File: src/rtl/cms_pkg.sv
// Package: shared codes, offsets and widths for the clock master switch.
// Assumes exactly three sources, ordered fast RC, slow RC, crystal.
package cms_pkg;
    localparam int CODE_W = 8;
    localparam int ADDR_W = 3;
    localparam int NSRC   = 3;

    localparam logic [CODE_W-1:0] CODE_HSI = 8'hE1;
    localparam logic [CODE_W-1:0] CODE_LSI = 8'hD2;
    localparam logic [CODE_W-1:0] CODE_HSE = 8'hB4;

    localparam logic [CODE_W-1:0] SRC_CODE [NSRC] = '{CODE_HSI, CODE_LSI, CODE_HSE};

    localparam logic [ADDR_W-1:0] OFS_STATUS = 3'd3;
    localparam logic [ADDR_W-1:0] OFS_TARGET = 3'd4;
    localparam logic [ADDR_W-1:0] OFS_CTRL   = 3'd5;

    localparam int BIT_BUSY = 0;
    localparam int BIT_SWEN = 1;
    localparam int BIT_IEN  = 2;
    localparam int BIT_FLAG = 3;
endpackage

File: src/rtl/cms_code_check.sv
// Module: cms_code_check
// Decides whether a source code is legal. The slow-RC code counts as legal
// only while allow_lsi is high. Purely combinational.
module cms_code_check
    import cms_pkg::*;
(
    input  logic [CODE_W-1:0] code,
    input  logic              allow_lsi,
    output logic              legal
);
    // Compare the code against each source code; mask the slow RC by its option.
    always_comb begin
        legal = 1'b0;
        for (int i = 0; i < NSRC; i++) begin
            if (code == SRC_CODE[i] && (SRC_CODE[i] != CODE_LSI || allow_lsi))
                legal = 1'b1;
        end
    end
endmodule

File: src/rtl/cms_switch_core.sv
// Module: cms_switch_core
// Holds the status, target and busy state of the master-clock switch.
// Priority, highest first: forced return to the fast RC, software abort,
// commit, accepted target write. Assumes code_ok has been checked by the caller.
module cms_switch_core
    import cms_pkg::*;
(
    input  logic              clk,
    input  logic              rst_n,
    input  logic              tgt_wr,
    input  logic [CODE_W-1:0] wdata,
    input  logic              code_ok,
    input  logic              abort_req,
    input  logic              swen,
    input  logic [NSRC-1:0]   src_ready,
    input  logic              force_hsi,
    output logic [CODE_W-1:0] status,
    output logic [CODE_W-1:0] target,
    output logic              busy,
    output logic              flag_set
);
    logic [NSRC-1:0] tgt_hit;
    logic            tgt_rdy;
    logic            abort;
    logic            commit;
    logic            accept;

    // One match line for each source: is this source the target?
    for (genvar i = 0; i < NSRC; i++) begin : g_hit
        assign tgt_hit[i] = (target == SRC_CODE[i]);
    end

    // Decode the events of the current cycle.
    always_comb begin
        tgt_rdy  = busy && |(tgt_hit & src_ready);
        abort    = abort_req && busy;
        commit   = tgt_rdy && swen && !abort && !force_hsi;
        accept   = tgt_wr && !busy && code_ok && (wdata != status);
        flag_set = commit || (tgt_rdy && !swen && !abort && !force_hsi);
    end

    // Update the state by priority.
    always_ff @(posedge clk) begin
        if (!rst_n) begin
            status <= CODE_HSI;
            target <= CODE_HSI;
            busy   <= 1'b0;
        end else if (force_hsi) begin
            target <= CODE_HSI;
            busy   <= (status != CODE_HSI);
        end else if (abort) begin
            target <= status;
            busy   <= 1'b0;
        end else if (commit) begin
            status <= target;
            busy   <= 1'b0;
        end else if (accept) begin
            target <= wdata;
            busy   <= 1'b1;
        end
    end
endmodule

File: src/rtl/cms_ctrl_regs.sv
// Module: cms_ctrl_regs
// Holds the software control bits (interrupt enable, switch enable) and the
// interrupt flag. A hardware set of the flag wins over a software clear.
module cms_ctrl_regs
    import cms_pkg::*;
(
    input  logic              clk,
    input  logic              rst_n,
    input  logic              ctl_wr,
    input  logic [CODE_W-1:0] wdata,
    input  logic              flag_set,
    output logic              flag,
    output logic              ien,
    output logic              swen
);
    // Load the enables from a control write.
    always_ff @(posedge clk) begin
        if (!rst_n) begin
            ien  <= 1'b0;
            swen <= 1'b0;
        end else if (ctl_wr) begin
            ien  <= wdata[BIT_IEN];
            swen <= wdata[BIT_SWEN];
        end
    end

    // Set the flag from hardware; clear it when software writes a zero.
    always_ff @(posedge clk) begin
        if (!rst_n)
            flag <= 1'b0;
        else if (flag_set)
            flag <= 1'b1;
        else if (ctl_wr && !wdata[BIT_FLAG])
            flag <= 1'b0;
    end
endmodule

File: src/rtl/clk_master_switch.sv
// Module: clk_master_switch (top)
// Decodes register writes, forms the forced return to the fast RC, drives the
// oscillator requests, the readback, the interrupt and the reset request.
// Assumes that a single write strobe and the combinational readback are enough.
module clk_master_switch
    import cms_pkg::*;
(
    input  logic              clk,
    input  logic              rst_n,
    input  logic              reg_we,
    input  logic [ADDR_W-1:0] reg_addr,
    input  logic [CODE_W-1:0] reg_wdata,
    output logic [CODE_W-1:0] reg_rdata,
    input  logic              lsi_ok,
    input  logic [NSRC-1:0]   src_ready,
    input  logic              safe_aux,
    input  logic              halt_wake,
    input  logic              fast_wake_en,
    output logic [NSRC-1:0]   osc_req,
    output logic [CODE_W-1:0] clk_sel,
    output logic              switch_irq,
    output logic              reset_req
);
    logic              tgt_wr;
    logic              ctl_wr;
    logic              force_hsi;
    logic              wr_legal;
    logic              st_legal;
    logic [CODE_W-1:0] sw_status;
    logic [CODE_W-1:0] sw_target;
    logic              sw_busy;
    logic              flag_set;
    logic              ctl_flag;
    logic              ctl_ien;
    logic              ctl_swen;

    // Decode the write strobes and the forced return to the fast RC.
    always_comb begin
        tgt_wr    = reg_we && (reg_addr == OFS_TARGET);
        ctl_wr    = reg_we && (reg_addr == OFS_CTRL);
        force_hsi = safe_aux || (halt_wake && fast_wake_en);
    end

    cms_code_check u_wr_check (
        .code      (reg_wdata),
        .allow_lsi (lsi_ok),
        .legal     (wr_legal)
    );

    cms_code_check u_st_check (
        .code      (sw_status),
        .allow_lsi (1'b1),
        .legal     (st_legal)
    );

    cms_switch_core u_core (
        .clk       (clk),
        .rst_n     (rst_n),
        .tgt_wr    (tgt_wr),
        .wdata     (reg_wdata),
        .code_ok   (wr_legal),
        .abort_req (ctl_wr && !reg_wdata[BIT_BUSY]),
        .swen      (ctl_swen),
        .src_ready (src_ready),
        .force_hsi (force_hsi),
        .status    (sw_status),
        .target    (sw_target),
        .busy      (sw_busy),
        .flag_set  (flag_set)
    );

    cms_ctrl_regs u_ctrl (
        .clk      (clk),
        .rst_n    (rst_n),
        .ctl_wr   (ctl_wr),
        .wdata    (reg_wdata),
        .flag_set (flag_set),
        .flag     (ctl_flag),
        .ien      (ctl_ien),
        .swen     (ctl_swen)
    );

    // One request line for each source: the running source, plus the target during a switch.
    for (genvar i = 0; i < NSRC; i++) begin : g_req
        assign osc_req[i] = (sw_status == SRC_CODE[i]) ||
                            (sw_busy && (sw_target == SRC_CODE[i]));
    end

    // Readback mux for the three registers.
    always_comb begin
        reg_rdata = '0;
        case (reg_addr)
            OFS_STATUS: reg_rdata = sw_status;
            OFS_TARGET: reg_rdata = sw_target;
            OFS_CTRL: begin
                reg_rdata[BIT_FLAG] = ctl_flag;
                reg_rdata[BIT_IEN]  = ctl_ien;
                reg_rdata[BIT_SWEN] = ctl_swen;
                reg_rdata[BIT_BUSY] = sw_busy;
            end
            default: reg_rdata = '0;
        endcase
    end

    // Outputs to the clock multiplexer, the interrupt controller and the reset logic.
    always_comb begin
        clk_sel    = sw_status;
        switch_irq = ctl_flag && ctl_ien;
        reset_req  = !st_legal;
    end
endmodule

File: config.mk
export PLATFORM = sky130hd
export DESIGN_NAME = clk_master_switch
export DESIGN_NICKNAME = d
export VERILOG_FILES = /design/src/rtl/cms_pkg.sv /design/src/rtl/cms_code_check.sv /design/src/rtl/cms_switch_core.sv /design/src/rtl/cms_ctrl_regs.sv /design/src/rtl/clk_master_switch.sv
export SDC_FILE = /design/constraint.sdc
export NUM_CORES = 1
export LEC_CHECK = 0
export BUFFER_PORTS_ARGS = -buffer_cell sky130_fd_sc_hd__buf_2
export CORE_MARGIN = 2
export CORE_UTILIZATION = 40
export CTS_BUF_LIST = sky130_fd_sc_hd__clkbuf_8
export CTS_CLUSTER_SIZE = 25
export DETAILED_ROUTE_END_ITERATION = 6
export HOLD_SLACK_MARGIN = 0.02
export PLACE_DENSITY = 0.77
export SLEW_MARGIN = 20
export SYNTH_ARGS = -nofsm -noshare
export SYNTH_HDL_FRONTEND = slang
export SYNTH_SLANG_ARGS = --single-unit
File: constraint.sdc
create_clock -name clk -period 1.75 [get_ports clk]
set_input_delay 0.0875 -clock clk [delete_from_list [all_inputs] [get_ports clk]]
set_output_delay 0.0875 -clock clk [all_outputs]
set_load 0.02 [all_outputs]
**Word level (Yosys, flattened, before mapping)**

Index checks and enable logic that the tools add are counted.

- Output and inout port bits: 21
- Flip-flop bits (word level): 20
- Input port bits: 21

- Multiplexer cells: 17
- Equal/unequal tests: 15
- Bitwise gates (word level): 4
- Reduce and logical (&&, ||, !) cells: 40

Operators by type and width:

| cell | count |
|---|---|
| $eq 8x8->1 const B | 9 |
| $mux 8 | 3 |
| $logic_and 1x1->1 | 21 |
| $mux 1 | 12 |
| $pmux 4 s3 | 1 |
| $ne 8x8->1 | 1 |
| $ne 8x8->1 const B | 1 |
| $pmux 4 s2 | 1 |
| $logic_not 1->1 | 7 |
| $eq 3x3->1 const B | 2 |
| $logic_or 1x1->1 | 5 |
| $reduce_bool 2->1 | 2 |
| $reduce_bool 4->1 | 1 |
| $and 3x3->3 | 1 |
| $eq 3x2->1 const B | 1 |
| $not 1->1 | 3 |
| $reduce_and 3->1 | 1 |
| $reduce_or 3->1 | 1 |
| $ne 2x1->1 const B | 1 |
| $reduce_and 2->1 | 1 |
| $reduce_or 2->1 | 1 |

**Longest topological paths before layout**

- Word-level depth: 10
- Depth in mapped cells: 7
- Gate-level depth less buffers: 5

**Cells and area by module**

A second synthesis with hierarchy kept.

- Cells, all modules: 173
- Area, all modules: 1535.2 µm²

Modules (own cells, without submodules):

| module | cells each | area each (µm²) | instances |
|---|---|---|---|
| cms_switch_core | 104 | 912.1 | 1 |
| clk_master_switch | 43 | 356.6 | 1 |
| cms_code_check | 8 | 76.3 | 2 |
| cms_ctrl_regs | 10 | 113.9 | 1 |

**Least setup slack after synthesis**

No wires, ideal clock.

- Kind: reg2reg
- Start point: register u_core.target[5]
- End point: register u_core.status[4]
- Setup slack: 0.090 ns
- Cell stages (with the launch flop): 7
- Data arrival time: 1.539 ns
- Path through: dfxtp_1 -> nor2b_1 -> a32oi_2 -> o21ai_2 -> and4_4 -> buf_8 -> mux2_4

- Longest elaborated chain between the ends: 8
- Elaborated cells between the ends (all ways): 10

RTL lines:

| element | RTL line | source |
|---|---|---|
| start, declared | cms_switch_core.sv:18 | `output logic [CODE_W-1:0] target,` |
| start signal, assigned | cms_switch_core.sv:52 | `target <= status;` |
| start signal, assigned | cms_switch_core.sv:58 | `target <= wdata;` |
| $eq 8x8->1 | cms_switch_core.sv:30 | `assign tgt_hit[i] = (target == SRC_CODE[i]);` |
| $and 3x3->3 * | cms_switch_core.sv:35 | `tgt_rdy = busy && \|(tgt_hit & src_ready);` |
| $reduce_or 3->1 * | cms_switch_core.sv:35 |  |
| $logic_and 1x1->1 * | cms_switch_core.sv:35 |  |
| $logic_and 1x1->1 * (3 in series) | cms_switch_core.sv:37 | `commit = tgt_rdy && swen && !abort && !force_hsi;` |
| $reduce_and 3->1 (no line) * | n/a |  |
| end signal, assigned | cms_switch_core.sv:55 | `status <= target;` |
| end, declared | cms_switch_core.sv:17 | `output logic [CODE_W-1:0] status,` |

Mark *: on every way between the ends. The rest lies on a longest branch, timed or not.
A chain may end at the register's enable or synchronous reset.

**Worst setup path after layout**

- Start point: register u_core.target[4]
- End point: register u_core.status[4]

- Longest elaborated chain between the ends: 8
- Elaborated cells between the ends (all ways): 10

RTL lines:

| element | RTL line |
|---|---|
| $eq 8x8->1 | cms_switch_core.sv:30 |
| $and 3x3->3 | cms_switch_core.sv:35 |
| $reduce_or 3->1 | cms_switch_core.sv:35 |
| $logic_and 1x1->1 | cms_switch_core.sv:35 |
| $logic_and 1x1->1 (3 in series) | cms_switch_core.sv:37 |
| $reduce_and 3->1 (no line) | n/a |

Several ways; a longest one is shown, not always the timed one.

==> results.json <==
{
  "cp.arrival_ns": 1.84,
  "antenna_cells": 0,
  "first_pass_iters": 4,
  "routed_via_density": 5.53,
  "areaGrowthSynthToFinish_pct": 33.5,
  "seq_area_frac_synth": 0.272,
  "wl_um": 4170,
  "max_slew_margin": 0.734,
  "numCtsBuffers": 3,
  "grt_use_total": 0.205,
  "vias": 1504,
  "finalHoldViolCount": 0,
  "die_h_um": 64.7,
  "cts_tree": "built",
  "insertion_delay_ns": 0.26,
  "io_pins": 42,
  "drv_cap": 0,
  "drt_iter0_markers": 93,
  "routedWlPerCell_um": 15.3,
  "rr_worst_depth": 5,
  "synthArstFlopShare": 0,
  "synth_edf_count": 0,
  "fin_util": 0.545,
  "drive_above_1_share": 0.411,
  "h-tree-depth": 1,
  "fillers": 347,
  "worstReg2RegStart": "u_core.target[4]",
  "synth_nets": 181,
  "port_buffers": 41,
  "ant_nets": 0,
  "r2r_end": "u_core.status[4]",
  "worstHoldStart": "reg_wdata[1]",
  "clockBufferDepth": 2,
  "synth_seq_cells": 20,
  "setup_viol": 0,
  "worst-setup-path-type": "reg2reg",
  "final_cells": 272,
  "grt_pass1_wl_um": 6660,
  "finalMaxSlewViolations": 0,
  "status": "finished, final reports clean",
  "cts_sinks": 20,
  "stdcell_area_um2": 1960,
  "ctsHoldBuffers": 0,
  "worstPathRequired_ns": 1.90,
  "tns_ns": 0,
  "gp_congestion": 0.805,
  "die_w_um": 64.7,
  "crit_start": "u_core.target[4]",
  "r2r_setup_slack_ns": 0.06,
  "layout.nets": 247,
  "core_um2": 3610,
  "tightest_slew_ns": 0.398,
  "dp_cells": 262,
  "grt_remaining_overflow": 0,
  "ys_warn_count": 0,
  "start_util": 0.408,
  "start_kind": "register",
  "fp-row-count": 22,
  "clk_root_buffer_cell": "clkbuf_8",
  "powerDensity_nw_per_um2": 450,
  "min_period_ns": 1.69,
  "end_kind": "register",
  "seqCellArea_um2": 408,
  "dpl_cell_area_um2": 1830,
  "endpoint": "u_core.status[4]",
  "max_freq_ghz": 0.592,
  "power_uw": 884,
  "synth_ff_type": "dfxtp_1",
  "netlist_area_um2": 1470,
  "dieArea_um2": 4180,
  "syn_inst": 160,
  "grt_pass1_vias": 1448,
  "ir_drop_uv": 270,
  "min-delay-path-class": "in2reg",
  "avgSynthCellArea_um2": 9.20,
  "multi_input_area_um2": 1050,
  "dp_hpwl_um": 3190,
  "grt_max_degree": 18,
  "finalClockSkew_ns": 0.00142,
  "post-route-period-util": 0.966,
  "yosys.cell_types.count": 52,
  "p_leak_uw": 0.000921,
  "antenna_found_initial": 0,
  "post-route-drc-count": 0,
  "clk_pin_slew_worst_paths_ns": 0.07,
  "grt_setup_unrepaired": "true",
  "crit_fanout": 7
}
==> cell usage after synthesis, types with 2 or more instances <==
library cell | n | area [um2]
dfxtp_1 | 20 | 400
nand2_1 | 12 | 45.0
a22o_1 | 11 | 96.3
mux2i_1 | 9 | 90.1
nor2_1 | 9 | 33.8
xor2_1 | 8 | 70.1
a21oi_1 | 6 | 30.0
nor2b_1 | 6 | 37.5
nor4bb_1 | 6 | 60.1
nand3_1 | 5 | 25.0
nand4_1 | 5 | 31.3
nand2b_1 | 4 | 25.0
o21ai_0 | 4 | 20.0
a31oi_1 | 3 | 18.8
and2_1 | 3 | 18.8
mux2_4 | 3 | 45.0
nand3b_1 | 3 | 22.5
nor3b_1 | 3 | 22.5
a21boi_0 | 2 | 15.0
and3b_1 | 2 | 17.5
clkbuf_1 | 2 | 7.51
mux2_1 | 2 | 22.5
nand4b_1 | 2 | 17.5
nor4_1 | 2 | 12.5
==> through the flow <==
stage | setup WS, ns | hold slack [ns]
after floorplan | 0.0897 | 0.232
after global placement | 0.0539 | 0.412
after detailed placement | -0.0129 | 0.421
after CTS | 0.00704 | 0.146
after global routing | -0.0149 | 0.162
final | 0.0594 | 0.144
==> cell families (layout without fill, tap and decap cells) <==
family                    count (synthesis)  count (layout)  share of synthesized area
xor gates and xnor gates                  8               8                     0.0476
buffers and inverters                     6              70                     0.0289
AOI/OAI and AO/OA                        36              36                      0.183
DFF                                      20              20                      0.272
muxes                                    14              14                      0.107
and+or+nand+nor                          76              76                      0.361
==> routing by layer <==
layer / vias up / GRT usage / wire [um] / part of all wire
met1: 697 / 0.267 / 1880 / 0.45
met4: 0 / 0.0931 / 107 / 0.026
met3: 13 / 0.0278 / 256 / 0.061
li1: 743 / - / - / -
met2: 51 / 0.337 / 1930 / 0.46
met5: - / 0 / 0 / 0
==> critical path, stage by stage, from the launching register on <==
cell and delay [ns]:
dfxtp_4 0.37, nor4bb_4 0.32, a32oi_2 0.11, o21ai_2 0.18, and4_4 0.30, mux2_4 0.31
==> area by class of cell <==
| type | instances | share of cell area |
|---|---|---|
| clock buffers | 3 | 0.0210 |
| well taps | 48 | 0.0306 |
| inverters | 1 | 0.00191 |
| repair buffers | 66 | 0.202 |
| multi-input cells | 134 | 0.537 |
| flip-flops and latches | 20 | 0.208 |
==> what timing repair did <==
action	4_1_cts	5_1_grt
pin swaps	1	4
gates resized for setup	2	9
setup buffers	1	6
setup endpoints to repair	5	7
==> state kept, by name, indices dropped and copies added, names as in the netlist <==
| name | cells |
|---|---|
| u_core.busy | 1 |
| u_core.status | 8 |
| u_core.target | 8 |
| u_ctrl.flag | 1 |
| u_ctrl.ien | 1 |
| u_ctrl.swen | 1 |
==> worst min-delay path by stage <==
stage	end	slack (ns)	depth (start not counted)
final	u_ctrl.swen	0.14	3
after global routing	u_ctrl.ien	0.16	3
after CTS	u_ctrl.swen	0.15	3
after detailed placement	u_ctrl.swen	0.42	3
after global placement	u_ctrl.swen	0.41	3
after floorplan	u_ctrl.ien	0.23	2
==> cells in the final DEF (no fill, tap or decap), types with 3 or more instances in the layout <==
cell type  Yosys  final
a21oi_1        6      6
a22o_1        11     11
a31oi_1        3      3
and2_1         3      3
buf_2          1     41
buf_4          0     24
clkbuf_8       0      3
dfxtp_1       20     16
dfxtp_2        0      3
mux2_4         3      3
mux2i_1        9      9
nand2_1       12     12
nand2b_1       4      4
nand3_1        5      5
nand3b_1       3      3
nand4_1        5      5
nor2_1         9      9
nor2b_1        6      4
nor3b_1        3      3
nor4bb_1       6      4
o21ai_0        4      4
xor2_1         8      8
==> report_power, final <==
part | internal, uW | leakage, uW | switching (uW)
combinational | 54.4 | 0.000738 | 69.4
clock | 154 | 0.0000216 | 152
sequential | 454 | 0.000162 | 0.986
total | 662 | 0.000921 | 222
No activity file was read; power rests on OpenSTA's default activity.
